**config.mk**
```make
export PLATFORM = sky130hd
export DESIGN_NAME = smb_txn_seq
export DESIGN_NICKNAME = d
export VERILOG_FILES = /design/src/rtl/smb_txn_pkg.sv /design/src/rtl/smb_tx_sel.sv /design/src/rtl/smb_rx_store.sv /design/src/rtl/smb_seq_ctl.sv /design/src/rtl/smb_txn_seq.sv
export SDC_FILE = /design/constraint.sdc
export NUM_CORES = 1
export LEC_CHECK = 0
export BUFFER_PORTS_ARGS = -buffer_cell sky130_fd_sc_hd__buf_2
export CAP_MARGIN = 20
export CORE_AREA = 2 2 233 235
export DETAILED_ROUTE_END_ITERATION = 6
export DIE_AREA = 0 0 235 237
export PLACE_DENSITY = 0.66
export SYNTH_ARGS = -nofsm -noshare
export SYNTH_HDL_FRONTEND = slang
export SYNTH_SLANG_ARGS = --single-unit
```
**constraint.sdc**
```tcl
create_clock -name clk_i -period 6.2 [get_ports clk_i]
set_clock_uncertainty 0.1 [all_clocks]
set_input_delay 0.62 -clock clk_i [delete_from_list [all_inputs] [get_ports clk_i]]
set_output_delay 0.62 -clock clk_i [all_outputs]
set_load 0.1 [all_outputs]
```
**src/rtl/smb_txn_pkg.sv**
```systemverilog
package smb_txn_pkg;
  typedef enum logic [1:0] {
    OP_START = 2'd0,
    OP_WRITE = 2'd1,
    OP_READ  = 2'd2,
    OP_STOP  = 2'd3
  } bus_op_e;

  typedef enum logic [2:0] {
    S_IDLE, S_START, S_ADDR, S_WR, S_RCNT, S_RD, S_STOP, S_DONE
  } seq_state_e;

  localparam int ST_OK   = 0;
  localparam int ST_NAK  = 1;
  localparam int ST_CRC  = 2;
  localparam int ST_COL  = 3;
  localparam int ST_OVR  = 4;
  localparam int ST_DLTO = 5;
  localparam int ST_CLTO = 6;
endpackage

```
**src/rtl/smb_tx_sel.sv**
```systemverilog
module smb_tx_sel #(
  parameter int TX_BYTES = 33
) (
  input  logic [TX_BYTES*8-1:0] buf_i,
  input  logic [7:0]            idx_i,
  input  logic                  cmd_i,
  input  logic                  blkw_i,
  input  logic [7:0]            wlen_i,
  output logic [7:0]            byte_o
);
  logic [7:0] bidx;
  logic       from_buf;

  always_comb begin
    bidx     = idx_i;
    from_buf = 1'b1;
    byte_o   = '0;
    if (blkw_i) begin
      if (idx_i == 8'd1)      from_buf = 1'b0;
      else if (idx_i != 8'd0) bidx = idx_i - 8'd1;
    end
    if (cmd_i && !blkw_i) begin
      byte_o = wlen_i;
    end else if (!from_buf) begin
      byte_o = wlen_i - 8'd1;
    end else begin
      for (int k = 0; k < TX_BYTES; k++)
        if (bidx == 8'(k)) byte_o = buf_i[k*8 +: 8];
    end
  end
endmodule

```
**src/rtl/smb_rx_store.sv**
```systemverilog
module smb_rx_store #(
  parameter int RX_BYTES = 32
) (
  input  logic                  clk_i,
  input  logic                  rst_ni,
  input  logic                  we_i,
  input  logic [7:0]            idx_i,
  input  logic [7:0]            data_i,
  output logic [RX_BYTES*8-1:0] buf_o
);
  for (genvar g = 0; g < RX_BYTES; g++) begin : g_byte
    logic [7:0] q_r;
    always_ff @(posedge clk_i or negedge rst_ni) begin
      if (!rst_ni)                        q_r <= '0;
      else if (we_i && idx_i == 8'(g))    q_r <= data_i;
    end
    assign buf_o[g*8 +: 8] = q_r;
  end
endmodule

```
**src/rtl/smb_seq_ctl.sv**
```systemverilog
module smb_seq_ctl
  import smb_txn_pkg::*;
#(
  parameter int MAX_BLK  = 32,
  parameter int TX_BYTES = 33,
  parameter int RX_BYTES = 32
) (
  input  logic       clk_i,
  input  logic       rst_ni,
  input  logic       go_i,
  input  logic [6:0] addr_i,
  input  logic       rd_i,
  input  logic       cmd_mode_i,
  input  logic       blk_i,
  input  logic [7:0] wlen_i,
  input  logic [7:0] rlen_i,
  output logic       busy_o,
  output logic       done_o,
  output logic [7:0] status_o,
  output logic [7:0] tx_cnt_o,
  output logic [7:0] rx_cnt_o,
  output logic       op_valid_o,
  output logic [1:0] op_o,
  output logic [7:0] op_data_o,
  output logic       op_nak_o,
  input  logic       op_ack_i,
  input  logic [7:0] op_rdata_i,
  input  logic       op_nak_i,
  input  logic       op_col_i,
  input  logic       op_dlto_i,
  input  logic       op_clto_i,
  input  logic       op_crc_i,
  output logic [7:0] tx_idx_o,
  output logic       tx_cmd_o,
  output logic       tx_blkw_o,
  output logic [7:0] tx_wlen_o,
  input  logic [7:0] tx_byte_i,
  output logic       rx_we_o,
  output logic [7:0] rx_idx_o,
  output logic [7:0] rx_data_o
);
  localparam logic [7:0] BLK_LIM = 8'(MAX_BLK);
  localparam logic [7:0] TX_LIM  = 8'(TX_BYTES);
  localparam logic [7:0] RX_LIM  = 8'(RX_BYTES);

  seq_state_e st_q;
  logic [6:0] addr_q;
  logic       rd_q, cmd_q, blkw_q, blkr_q, rph_q;
  logic [7:0] wlen_q, wtot_q, rtot_q, idx_q, txc_q, rxc_q, stat_q;

  // descriptor decode at go
  logic       blkw_in, blkr_in, reject;
  logic [7:0] wtot_in;
  always_comb begin
    blkw_in = blk_i & ~rd_i;
    blkr_in = blk_i & rd_i;
    if (blkw_in)      reject = (wlen_i < 8'd2) || (wlen_i > BLK_LIM + 8'd1);
    else if (blkr_in) reject = (rlen_i == 8'd0) || (rlen_i > BLK_LIM);
    else              reject = (rd_i && rlen_i > RX_LIM) || (!cmd_mode_i && wlen_i > TX_LIM);
    if (blkw_in)         wtot_in = wlen_i + 8'd1;
    else if (cmd_mode_i) wtot_in = 8'd1;
    else                 wtot_in = wlen_i;
  end

  logic has_w, has_r;
  assign has_w = (wtot_q != 8'd0);
  assign has_r = rd_q && (rtot_q != 8'd0);

  // operation request
  bus_op_e    op_c;
  logic       val_c, nak_c;
  logic [7:0] dat_c;
  always_comb begin
    val_c = 1'b1;
    op_c  = OP_START;
    dat_c = '0;
    nak_c = 1'b0;
    unique case (st_q)
      S_START: op_c = OP_START;
      S_ADDR: begin
        op_c  = OP_WRITE;
        dat_c = {addr_q, rph_q | (~has_w & rd_q)};
      end
      S_WR: begin
        op_c  = OP_WRITE;
        dat_c = tx_byte_i;
      end
      S_RCNT: op_c = OP_READ;
      S_RD: begin
        op_c  = OP_READ;
        nak_c = (idx_q == rtot_q - 8'd1);
      end
      S_STOP: op_c = OP_STOP;
      default: val_c = 1'b0;
    endcase
  end

  // fault decode
  logic [7:0] fbits;
  logic       fault, fire;
  always_comb begin
    fbits          = '0;
    fbits[ST_NAK]  = op_nak_i & (op_c == OP_WRITE);
    fbits[ST_CRC]  = op_crc_i;
    fbits[ST_COL]  = op_col_i;
    fbits[ST_DLTO] = op_dlto_i;
    fbits[ST_CLTO] = op_clto_i;
  end
  assign fault = |fbits;
  assign fire  = val_c & op_ack_i;

  logic [7:0] fin;
  always_comb begin
    fin = stat_q | fbits;
    if (fin == 8'd0) fin[ST_OK] = 1'b1;
  end

  always_ff @(posedge clk_i or negedge rst_ni) begin
    if (!rst_ni) begin
      st_q   <= S_IDLE;
      addr_q <= '0;
      rd_q   <= 1'b0;
      cmd_q  <= 1'b0;
      blkw_q <= 1'b0;
      blkr_q <= 1'b0;
      rph_q  <= 1'b0;
      wlen_q <= '0;
      wtot_q <= '0;
      rtot_q <= '0;
      idx_q  <= '0;
      txc_q  <= '0;
      rxc_q  <= '0;
      stat_q <= '0;
    end else begin
      unique case (st_q)
        S_IDLE: if (go_i) begin
          addr_q <= addr_i;
          rd_q   <= rd_i;
          cmd_q  <= cmd_mode_i;
          blkw_q <= blkw_in;
          blkr_q <= blkr_in;
          wlen_q <= wlen_i;
          wtot_q <= wtot_in;
          rtot_q <= rlen_i;
          rph_q  <= 1'b0;
          idx_q  <= '0;
          txc_q  <= '0;
          rxc_q  <= '0;
          if (reject) begin
            stat_q <= 8'(1 << ST_OVR);
            st_q   <= S_DONE;
          end else begin
            stat_q <= '0;
            st_q   <= S_START;
          end
        end
        S_DONE: st_q <= S_IDLE;
        default: if (fire) begin
          if (st_q == S_STOP) begin
            stat_q <= fin;
            st_q   <= S_DONE;
          end else if (fault) begin
            stat_q <= stat_q | fbits;
            st_q   <= S_STOP;
          end else begin
            unique case (st_q)
              S_START: st_q <= S_ADDR;
              S_ADDR: begin
                if (rph_q || (!has_w && has_r)) st_q <= blkr_q ? S_RCNT : S_RD;
                else if (has_w)                 st_q <= S_WR;
                else                            st_q <= S_STOP;
              end
              S_WR: begin
                txc_q <= txc_q + 8'd1;
                if (idx_q == wtot_q - 8'd1) begin
                  idx_q <= '0;
                  if (has_r) begin
                    rph_q <= 1'b1;
                    st_q  <= S_START;
                  end else begin
                    st_q <= S_STOP;
                  end
                end else begin
                  idx_q <= idx_q + 8'd1;
                end
              end
              S_RCNT: begin
                if (op_rdata_i > rtot_q) begin
                  stat_q[ST_OVR] <= 1'b1;
                  st_q <= S_STOP;
                end else if (op_rdata_i == 8'd0) begin
                  st_q <= S_STOP;
                end else begin
                  rtot_q <= op_rdata_i;
                  st_q   <= S_RD;
                end
              end
              S_RD: begin
                rxc_q <= rxc_q + 8'd1;
                idx_q <= idx_q + 8'd1;
                if (idx_q == rtot_q - 8'd1) st_q <= S_STOP;
              end
              default: st_q <= S_IDLE;
            endcase
          end
        end
      endcase
    end
  end

  assign busy_o     = (st_q != S_IDLE);
  assign done_o     = (st_q == S_DONE);
  assign status_o   = stat_q;
  assign tx_cnt_o   = txc_q;
  assign rx_cnt_o   = rxc_q;
  assign op_valid_o = val_c;
  assign op_o       = op_c;
  assign op_data_o  = dat_c;
  assign op_nak_o   = nak_c;
  assign tx_idx_o   = idx_q;
  assign tx_cmd_o   = cmd_q;
  assign tx_blkw_o  = blkw_q;
  assign tx_wlen_o  = wlen_q;
  assign rx_we_o    = (st_q == S_RD) & fire & ~fault;
  assign rx_idx_o   = idx_q;
  assign rx_data_o  = op_rdata_i;
endmodule

```
**src/rtl/smb_txn_seq.sv**
```systemverilog
module smb_txn_seq #(
  parameter int  MAX_BLK  = 32,
  localparam int TX_BYTES = MAX_BLK + 1,
  localparam int RX_BYTES = MAX_BLK
) (
  input  logic                  clk_i,
  input  logic                  rst_ni,
  input  logic                  go_i,
  input  logic [6:0]            addr_i,
  input  logic                  rd_i,
  input  logic                  cmd_mode_i,
  input  logic                  blk_i,
  input  logic [7:0]            wlen_i,
  input  logic [7:0]            rlen_i,
  input  logic [TX_BYTES*8-1:0] tx_buf_i,
  output logic                  busy_o,
  output logic                  done_o,
  output logic [7:0]            status_o,
  output logic [7:0]            tx_cnt_o,
  output logic [7:0]            rx_cnt_o,
  output logic [RX_BYTES*8-1:0] rx_buf_o,
  output logic                  op_valid_o,
  output logic [1:0]            op_o,
  output logic [7:0]            op_data_o,
  output logic                  op_nak_o,
  input  logic                  op_ack_i,
  input  logic [7:0]            op_rdata_i,
  input  logic                  op_nak_i,
  input  logic                  op_col_i,
  input  logic                  op_dlto_i,
  input  logic                  op_clto_i,
  input  logic                  op_crc_i
);
  logic [7:0] tx_idx, tx_wlen, tx_byte, rx_idx, rx_data;
  logic       tx_cmd, tx_blkw, rx_we;

  smb_seq_ctl #(
    .MAX_BLK (MAX_BLK),
    .TX_BYTES(TX_BYTES),
    .RX_BYTES(RX_BYTES)
  ) ctl_i (
    .clk_i, .rst_ni, .go_i, .addr_i, .rd_i, .cmd_mode_i, .blk_i, .wlen_i, .rlen_i,
    .busy_o, .done_o, .status_o, .tx_cnt_o, .rx_cnt_o,
    .op_valid_o, .op_o, .op_data_o, .op_nak_o,
    .op_ack_i, .op_rdata_i, .op_nak_i, .op_col_i, .op_dlto_i, .op_clto_i, .op_crc_i,
    .tx_idx_o (tx_idx),
    .tx_cmd_o (tx_cmd),
    .tx_blkw_o(tx_blkw),
    .tx_wlen_o(tx_wlen),
    .tx_byte_i(tx_byte),
    .rx_we_o  (rx_we),
    .rx_idx_o (rx_idx),
    .rx_data_o(rx_data)
  );

  smb_tx_sel #(.TX_BYTES(TX_BYTES)) sel_i (
    .buf_i (tx_buf_i),
    .idx_i (tx_idx),
    .cmd_i (tx_cmd),
    .blkw_i(tx_blkw),
    .wlen_i(tx_wlen),
    .byte_o(tx_byte)
  );

  smb_rx_store #(.RX_BYTES(RX_BYTES)) rx_i (
    .clk_i, .rst_ni,
    .we_i  (rx_we),
    .idx_i (rx_idx),
    .data_i(rx_data),
    .buf_o (rx_buf_o)
  );
endmodule

```
==> results_tabular.tex, run 1 <==
\begin{tabular}{lr}
\hline
Metric & Value \\
\hline
\multicolumn{2}{l}{\textbf{Status}} \\
Outcome & finished, violations left \\
Violations in the final reports & hold timing \\
\multicolumn{2}{l}{\textbf{STA}} \\
Fin Setup TNS & 0 ps \\
Worst Setup Slack, final & 165.8 ps \\
Number of hold violations in the final report & 11 \\
Slew at the pin closest to its max-slew limit & 1043 ps \\
Unrepaired setup endpoints after global routing & false \\
Fmax achieved & 165.7 MHz \\
Crit path time final & 6034 ps \\
Tcrit/Tclk final & 97.33\% \\
Relative max-transition margin & 30.14\% \\
Final number of setup-violating endpoints & 0 \\
Number of max-slew violations in the final report & 0 \\
Worst Hold Margin & -14.73 ps \\
\multicolumn{2}{l}{\textbf{Critical path}} \\
Maximum single-stage delay on the critical path & 710 ps \\
Cell-by-cell listing of the critical path & clkinv\_1 -> buf\_4 -> ha\_1 -> nand4bb\_2 -> nor4b\_2 -> a311oi\_2 -> buf\_4 -> nor4\_1 -> a22oi\_1 -> nand3\_1 -> a21oi\_1 -> nor4bb\_1 -> buf\_4 -> a211o\_1 -> buf\_12 \\
Required arrival time at the worst endpoint & 5480 ps \\
Cell type with the highest occurrence count on the critical path & buf\_4 \\
Crit. End Element & primary output \\
Maximum net fanout on the critical path & 17 \\
Launching element type of the critical path & flop \\
Critical path class & flop to primary output \\
Slowest cell on the critical path & nor4\_1 \\
Data arrival, critical path & 5310 ps \\
\multicolumn{2}{l}{\textbf{Logic synthesis}} \\
Mean Syn Cell Area & 10.23 um2 \\
Async set-or-reset flop fraction in the synthesized netlist & 100.0\% \\
Number of storage elements in the synthesis netlist & 326 \\
Number of warnings issued by yosys & 0 \\
Seq/Total Area, Yosys & 45.23\% \\
Cell count after synthesis & 1763 \\
Commonest register cell after synthesis & dfrtp\_1 \\
Post-synth cell types & 101 \\
Post-synth design cell area & 0.01804 mm2 \\
Number of synthesized flops with an enable pin & 0 \\
Net Count, Synth & 2092 \\
\multicolumn{2}{l}{\textbf{Drt}} \\
Total via count after detailed routing & 17.87k \\
Met3 routed wirelength & 6271 um \\
Number of remaining DRC errors & 0 \\
Met2 layer wire length in the routed design & 41740 um \\
Routed Wire Length & 86570 um \\
Count of antenna-violating nets left after detailed routing & 0 \\
Number of search-and-repair iterations in the first detailed-routing pass & 6 \\
Uppermost routed layer & met5 \\
Routed metal-1 wire length & 33940 um \\
Vias/cell & 5.803 \\
Detailed-route wire length per cell & 28.11 um \\
Number of DRC violations after detailed-routing iteration 0 & 1403 \\
\multicolumn{2}{l}{\textbf{GRT}} \\
Number of global-route vias before repair & 18.16k \\
Pin count of the biggest net entering global routing & 179 \\
Overflow left after global routing & 0 \\
Global-route wire length before repair & 126200 um \\
Initial antenna violation count & 4 \\
Total routing usage reported by global routing & 30.13\% \\
\multicolumn{2}{l}{\textbf{Finish}} \\
Growth of design area from synthesis to finish & 29.10\% \\
Share of cells above drive strength 1 & 42.16\% \\
Utilization after layout & 43.70\% \\
Number of inserted filler cells in the final layout & 5125 \\
Final \#Nets & 2687 \\
Number of diodes added for antenna fixing & 0 \\
\multicolumn{2}{l}{\textbf{Floorplan}} \\
Standard-cell rows & 85 \\
IO Count & 601 \\
Standard cell core area & 0.05328 mm2 \\
DIE HEIGHT & 237 um \\
Horizontal die dimension & 235 um \\
Initial standard-cell utilization of the core & 33.85\% \\
Die Outline Area & 0.05570 mm2 \\
\multicolumn{2}{l}{\textbf{CTS}} \\
Clock slew at the register clock pins of the worst setup and hold paths & 70 ps \\
Master cell of the clock root buffer & clkbuf\_16 \\
TritonCTS clock tree & built \\
Number of clock sinks & 326 \\
\# hold bufs at CTS & 0 \\
Clock Path Buffers & 3 \\
Number of buffers inserted during clock tree synthesis & 35 \\
Clock H-tree levels & 2 \\
Clk Latency, worst-skew pair & 520 ps \\
\multicolumn{2}{l}{\textbf{Power and ir drop}} \\
Leakage & 0.01187 uW \\
Power Dens Cells & 378.9 mW/mm2 \\
Maximum vdd drop & 0.0002589 V \\
\multicolumn{2}{l}{\textbf{Placement}} \\
Pre-CTS WS & 618.2 ps \\
Number of port buffers & 599 \\
GPL Wtd Cong & 1.092 \\
Post-detail-place hpwl & 67850 um \\
\multicolumn{2}{l}{\textbf{Hold path}} \\
Path class of the lowest-slack min-delay path & input pin to asynchronous set/reset pin \\
\multicolumn{2}{l}{\textbf{Run}} \\
Max capacitance violation total & 0 \\
\hline
\end{tabular}
worst paths after layout:
path                                       startpoint                      to  slack [ps]  depth (start not counted)
worst max register to register          ctl_i.st_q[2]       ctl_i.tx_cnt_o[7]        2660                          9
max in group asynchronous                      rst_ni  rx_i.g_byte[16].q_r[4]        4540                          2
worst min register to register  rx_i.g_byte[4].q_r[0]   rx_i.g_byte[4].q_r[0]         370                          2
worst max-delay path                ctl_i.rx_idx_o[0]            op_data_o[2]         170                         15
min in group clk_i                          addr_i[6]         ctl_i.addr_q[6]         190                          3
worst min-delay path                           rst_ni  rx_i.g_byte[15].q_r[4]         -10                          1
critical path: cells and delay by family (launching register included):
| family | cells | cell delay [ps] |
|---|---|---|
| AOI/OAI and AO/OA | 4 | 440 |
| and+or+nand+nor | 5 | 2390 |
| buffers and inverters | 5 | 1020 |
| DFF | 1 | 520 |
| adders and majority gates | 1 | 390 |
kinds of logic (layout without fill, tap and decap cells):
kind of cell,Yosys count,after routing,share of synthesized area (%)
AO/OA/AOI/OAI,433,433,17.25
XOR/XNOR,46,46,2.234
adder cells (fa/ha/maj),22,22,1.526
buffers and inverters,137,758,3.267
flip-flops,326,326,45.23
multiplexers,245,245,15.35
other,1,1,0.02079
AND/OR/NAND/NOR,553,553,15.13
final cells by class:
class	count	area (um2)	share of cell area, %
multi-input cells	1300	9331	40.08
flip-flops and latches	326	8159	35.04
repair buffers	663	3591	15.42
clock buffers	53	1064	4.567
well taps	696	870.8	3.740
clock inverters	10	148.9	0.6394
inverters	32	120.1	0.5159
per-stage QoR:
step | cell area [um2] | power (uW) | instances
final | 23280 | 8823 | 3080
after global routing | 23280 | 9173 | 3080
after CTS | 23240 | 8771 | 3077
after detailed placement | 22030 | 6547 | 3014
after global placement | 21990 | 6527 | 3011
after floorplan | 18050 | 5100 | 1763
registers in the layout, summed over array words and instances, names as in the netlist, 3 cells and up:
signal	cells
ctl_i.status_o	7
ctl_i.tx_cnt_o	8
ctl_i.rx_idx_o	8
ctl_i.addr_q	7
ctl_i.wtot_q	8
ctl_i.rx_cnt_o	8
ctl_i.rtot_q	8
ctl_i.st_q	3
ctl_i.tx_wlen_o	8
rx_i.g_byte.q_r	256
Yosys cell counts (all sizes together), types with 33 or more instances:
master | count | area share (%)
a21oi | 65 | 1.8
a22oi | 33 | 1.4
buf | 39 | 1.2
clkbuf | 66 | 1.4
dfrtp | 326 | 45
mux2 | 232 | 14
nand2 | 160 | 3.3
nand3 | 73 | 2.0
nand4 | 35 | 1.2
nor2 | 132 | 2.8
nor3 | 56 | 1.7
o21ai | 91 | 2.5
what timing repair did:
item,CTS,global route
buffers inserted,0,3
resized for setup,0,5
endpoints found under the setup margin,0,4
power by group:
part / switching [uW] / internal [uW] / leakage, uW
Sequential: 249 / 2290 / 0.00445
Clock: 890 / 1320 / 0.000589
Combinational: 2810 / 1270 / 0.00683
placed cells by master (no fill, tap or decap), types with 7 or more instances in the layout:
master,Yosys,routed
a31oi_1,28,28
a211oi_1,15,15
o221ai_1,13,13
inv_1,31,31
clkbuf_16,0,35
a21oi_1,65,65
xnor2_1,25,25
nand4_1,34,34
buf_4,4,60
a22o_1,10,10
ha_1,22,22
nor3_1,51,49
o21a_1,11,11
dfrtp_1,326,325
xor2_1,21,21
nor2_1,131,127
a221oi_1,16,16
mux2i_1,11,11
nand3_1,73,73
a32oi_1,11,11
clkbuf_8,0,12
a211o_1,10,10
mux2_2,232,232
nand2_1,160,160
o211ai_1,14,14
or3_1,10,10
buf_2,24,595
and3_1,18,18
a22oi_1,32,32
o21ai_1,8,8
a221o_1,8,7
o21ai_0,83,83
nor4_1,14,14
nor2b_1,11,11
o22ai_1,31,31
routing by layer:
metal / track usage (%) / vias up
met5: 0 / -
met4: 14.29 / 4
met3: 5.794 / 175
met2: 51.65 / 940
met1: 36.46 / 8953
li1: - / 7800
No activity file was read; power rests on OpenSTA's default activity.
==> inputs of run 2 (changes only) <==
- CORE_AREA: 2 2 233 235 -> 2 2 235 237
- DIE_AREA: 0 0 235 237 -> 0 0 237 239
- RECOVER_POWER: not set -> 25
- SYNTH_HIERARCHICAL: not set -> 1
==> results_tabular.tex, run 2 <==
\begin{tabular}{lr}
\hline
Metric & Value \\
\hline
\multicolumn{2}{l}{\textbf{Power and ir drop}} \\
Clock power share & 25.0\% (about the same) \\
Total power consumption of the routed design & 8638 uW (-2.1\%) \\
Maximum vdd drop & 0.0002349 V (-9.3\%) \\
Net Sw Power & 3880 uW (-1.7\%) \\
Sw Share & 44.92\% (+0.17 points) \\
Combinational power share & 45.6\% (-0.6 points) \\
Internal power component & 4758 uW (-2.4\%) \\
Leakage & 0.01196 uW (+0.79\%) \\
Power Dens Cells & 367.8 mW/mm2 (-2.9\%) \\
Sequential fraction of design power & 29.4\% (+0.7 points) \\
\multicolumn{2}{l}{\textbf{Drt}} \\
Number of remaining DRC errors & 0 (unchanged) \\
Vias/cell & 5.724 (-1.4\%) \\
Number of DRC violations after detailed-routing iteration 0 & 1181 (-16\%) \\
Detailed-route wire length per cell & 26.50 um (-5.7\%) \\
Total via count after detailed routing & 17.54k (-1.9\%) \\
Routed Wire Length & 81180 um (-6.2\%) \\
Number of search-and-repair iterations in the first detailed-routing pass & 6 (unchanged) \\
Count of antenna-violating nets left after detailed routing & 0 (unchanged) \\
\multicolumn{2}{l}{\textbf{Finish}} \\
Post-layout instance area & 0.02349 mm2 (+0.87\%) \\
Most frequent cells in the layout & buf\_2, dfrtp\_1, mux2\_2 \\
Share of cells above drive strength 1 & 43.47\% (+1.3 points) \\
Final \#Nets & 2664 (-0.86\%) \\
Final non-filler cell total & 3064 (-0.52\%) \\
Largest Register & rx\_i/g\_byte.q\_r \\
Number of flip-flops in the largest register & 256 (unchanged) \\
Most frequent standard cell in the layout excluding fill and tap cells & buf\_2 \\
Growth of design area from synthesis to finish & 27.37\% \\
\multicolumn{2}{l}{\textbf{CTS}} \\
Post-CTS repair timing setup buffer count & 0 (unchanged) \\
Clk Latency, worst-skew pair & 540 ps (+20 ps) \\
Number of clock sinks & 326 (unchanged) \\
Clock Path Buffers & 3 (unchanged) \\
Number of buffers inserted during clock tree synthesis & 37 (+5.7\%) \\
Master cell of the clock root buffer & clkbuf\_16 \\
Clock slew at the register clock pins of the worst setup and hold paths & 60 ps (about the same) \\
TritonCTS clock tree & built \\
Clock H-tree levels & 2 (unchanged) \\
\multicolumn{2}{l}{\textbf{Floorplan}} \\
Standard cell core area & 0.05434 mm2 (+2.0\%) \\
IO Count & 601 (unchanged) \\
Horizontal die dimension & 237 um (+0.85\%) \\
Standard-cell rows & 86 (+1.2\%) \\
Die Outline Area & 0.05664 mm2 (+1.7\%) \\
DIE HEIGHT & 239 um (+0.84\%) \\
Initial standard-cell utilization of the core & 33.93\% (+0.083 points) \\
\multicolumn{2}{l}{\textbf{GRT}} \\
Total routing usage reported by global routing & 27.73\% (-2.4 points) \\
Overflow left after global routing & 0 (unchanged) \\
Number of global-route vias before repair & 18.17k (+0.022\%) \\
Pin count of the biggest net entering global routing & 147 (-18\%) \\
Global-route wire length before repair & 117700 um (-6.8\%) \\
Initial antenna violation count & 5 (+1) \\
\multicolumn{2}{l}{\textbf{Run}} \\
Max capacitance violation total & 1 (+1) \\
\multicolumn{2}{l}{\textbf{Logic synthesis}} \\
Number of synthesized flops with an enable pin & 0 (unchanged) \\
Cell count after synthesis & 1763 (unchanged) \\
Commonest register cell after synthesis & dfrtp\_1 \\
Post-synth design cell area & 0.01844 mm2 (+2.2\%) \\
Async set-or-reset flop fraction in the synthesized netlist & 100.0\% (unchanged) \\
Number of warnings issued by yosys & 6 (+6) \\
Synth top area share & 44.24\% (-0.99 points) \\
Most frequent cell after synthesis & dfrtp\_1 \\
Top cells by area, synth & dfrtp\_1, mux2\_2, nand2\_1, nor2\_1, mux2i\_1 \\
Number of storage elements in the synthesis netlist & 326 (unchanged) \\
Mean Syn Cell Area & 10.46 um2 (+2.2\%) \\
Most instantiated cells after synthesis & dfrtp\_1, mux2\_2, nand2\_1, nor2\_1, clkbuf\_1 \\
Post-synth cell types & 91 (-9.9\%) \\
Seq/Total Area, Yosys & 44.24\% (-0.99 points) \\
Net Count, Synth & 2092 (unchanged) \\
Library cell occupying the most area in the post-synthesis netlist & dfrtp\_1 \\
\multicolumn{2}{l}{\textbf{STA}} \\
Tcrit/Tclk final & 97.26\% (about the same) \\
Final number of setup-violating endpoints & 0 (unchanged) \\
Number of hold violations in the final report & 0 (-11) \\
Worst Setup Slack, final & 169.8 ps (+4.045 ps) \\
Number of max-slew violations in the final report & 147 (+147) \\
Fin Setup TNS & 0 ps (unchanged) \\
Crit path time final & 6030 ps (-4.045 ps) \\
Slew at the pin closest to its max-slew limit & 3590 ps (+2547 ps) \\
Fmax achieved & 165.8 MHz (about the same) \\
Unrepaired setup endpoints after global routing & false \\
Relative max-transition margin & -139.4\% (-170 points) \\
\multicolumn{2}{l}{\textbf{Critical path}} \\
Maximum net fanout on the critical path & 38 (+21) \\
Crit. End Element & primary output \\
Slowest cell on the critical path & nor4\_1 \\
Cell-by-cell listing of the critical path & buf\_4 -> ha\_1 -> nor2\_1 -> o31ai\_4 -> mux2\_2 -> nor4\_1 -> buf\_4 -> a22oi\_1 -> o31ai\_1 -> a31oi\_1 -> o21ai\_0 -> a21oi\_1 -> mux2i\_1 -> nor2\_1 -> buf\_12 \\
Required arrival time at the worst endpoint & 5480 ps (about the same) \\
Critical path class & flop to primary output \\
Maximum single-stage delay on the critical path & 730 ps (+20 ps) \\
Launching element type of the critical path & flop \\
Data arrival, critical path & 5310 ps (about the same) \\
\multicolumn{2}{l}{\textbf{Placement}} \\
Placed instance area & 0.02229 mm2 (+1.1\%) \\
GPL Wtd Cong & 1.034 (-5.3\%) \\
Placed Cells incl. Taps & 3000 (-0.46\%) \\
Post-detail-place hpwl & 62620 um (-7.7\%) \\
Number of port buffers & 599 (unchanged) \\
Pre-CTS WS & 641.0 ps (+22.74 ps) \\
\multicolumn{2}{l}{\textbf{Status}} \\
Violations in the final reports & capacitance limit, slew limit \\
Outcome & finished, violations left \\
\multicolumn{2}{l}{\textbf{Hold path}} \\
Path class of the lowest-slack min-delay path & input pin to asynchronous set/reset pin \\
\hline
\end{tabular}
run 2: kinds of logic (layout without fill, tap and decap cells):
| family | count (synthesis) | count (layout) | share of synthesized area [%] |
|---|---|---|---|
| buffers and inverters | 153 | 748 | 3.698 |
| xor gates and xnor gates | 34 | 34 | 1.615 |
| DFF | 326 | 326 | 44.24 |
| adders and majority gates | 22 | 22 | 1.493 |
| other | 1 | 3 | 0.02034 |
| muxes | 300 | 300 | 18.07 |
| and+or+nand+nor | 534 | 534 | 15.57 |
| AOI/OAI and AO/OA | 393 | 393 | 15.29 |
run 2: what timing repair did:
| action | in CTS | in global routing |
|---|---|---|
| pin swaps | 0 | 0 |
| hold buffers | 0 | 0 |
| setup endpoints to repair | 1 | 1 |
| gates resized for setup | 1 | 2 |
| cloned | 0 | 0 |
run 2: layout make-up:
class / count / area [um2]
Fill cell: 5247 / 30850
Multi-Input combinational cell: 1284 / 9633
Sequential cell: 326 / 8162
Timing Repair Buffer: 647 / 3468
Clock buffer: 50 / 1067
Tap cell: 704 / 880.8
Inverter: 39 / 146.4
Clock inverter: 12 / 123.9
Antenna cell: 2 / 5.005
run 2: per-layer routing:
metal | share of wire [%] | global-route usage [%] | vias up
met3 | 6.7 | 6.039 | 200
met1 | 37 | 30.75 | 8774
met2 | 50 | 49.25 | 839
met5 | 0.023 | 0 | -
met4 | 6.1 | 15.73 | 2
li1 | - | - | 7724
run 2: through the flow:
stage	utilization (%)	hold WS (ps)
2_1_floorplan	-	224.4
3_3_place_gp	41.00	361.9
3_5_place_dp	41.01	366.3
4_1_cts	43.21	67.69
5_1_grt	43.22	83.25
6_report	43.22	11.46
run 2: worst max-delay path, delay by kind of cell (launching register included):
| kind | cells | cell delay (ps) |
|---|---|---|
| compound gates | 6 | 1500 |
| fa+ha+maj | 1 | 270 |
| buf+inv | 3 | 870 |
| flops | 1 | 350 |
| mux | 2 | 810 |
| simple gates | 3 | 960 |
run 2: worst paths after layout:
path / cells past startpoint / startpoint / end / slack (ps)
min in group clk_i: 3 / addr_i[5] / ctl_i/addr_q[5] / 180
max in group asynchronous: 2 / rst_ni / rx_i/g_byte[18].q_r[4] / 1900
worst min register to register: 2 / ctl_i/addr_q[0] / ctl_i/addr_q[0] / 380
worst max register to register: 6 / ctl_i/st_q[2] / rx_i/g_byte[11].q_r[4] / 2260
worst min-delay path: 1 / rst_ni / rx_i/g_byte[20].q_r[0] / 10
worst max-delay path: 15 / ctl_i/rx_idx_o[0] / op_data_o[4] / 170
run 2: power by group through the flow:
stage / Clock, uW / Combinational [uW] / Sequential, uW
after floorplan: 0 / 2230 / 2910
after global placement: 0 / 3830 / 2560
after detailed placement: 0 / 3870 / 2570
after CTS: 2210 / 3880 / 2540
after global routing: 2300 / 4150 / 2570
final: 2160 / 3940 / 2540
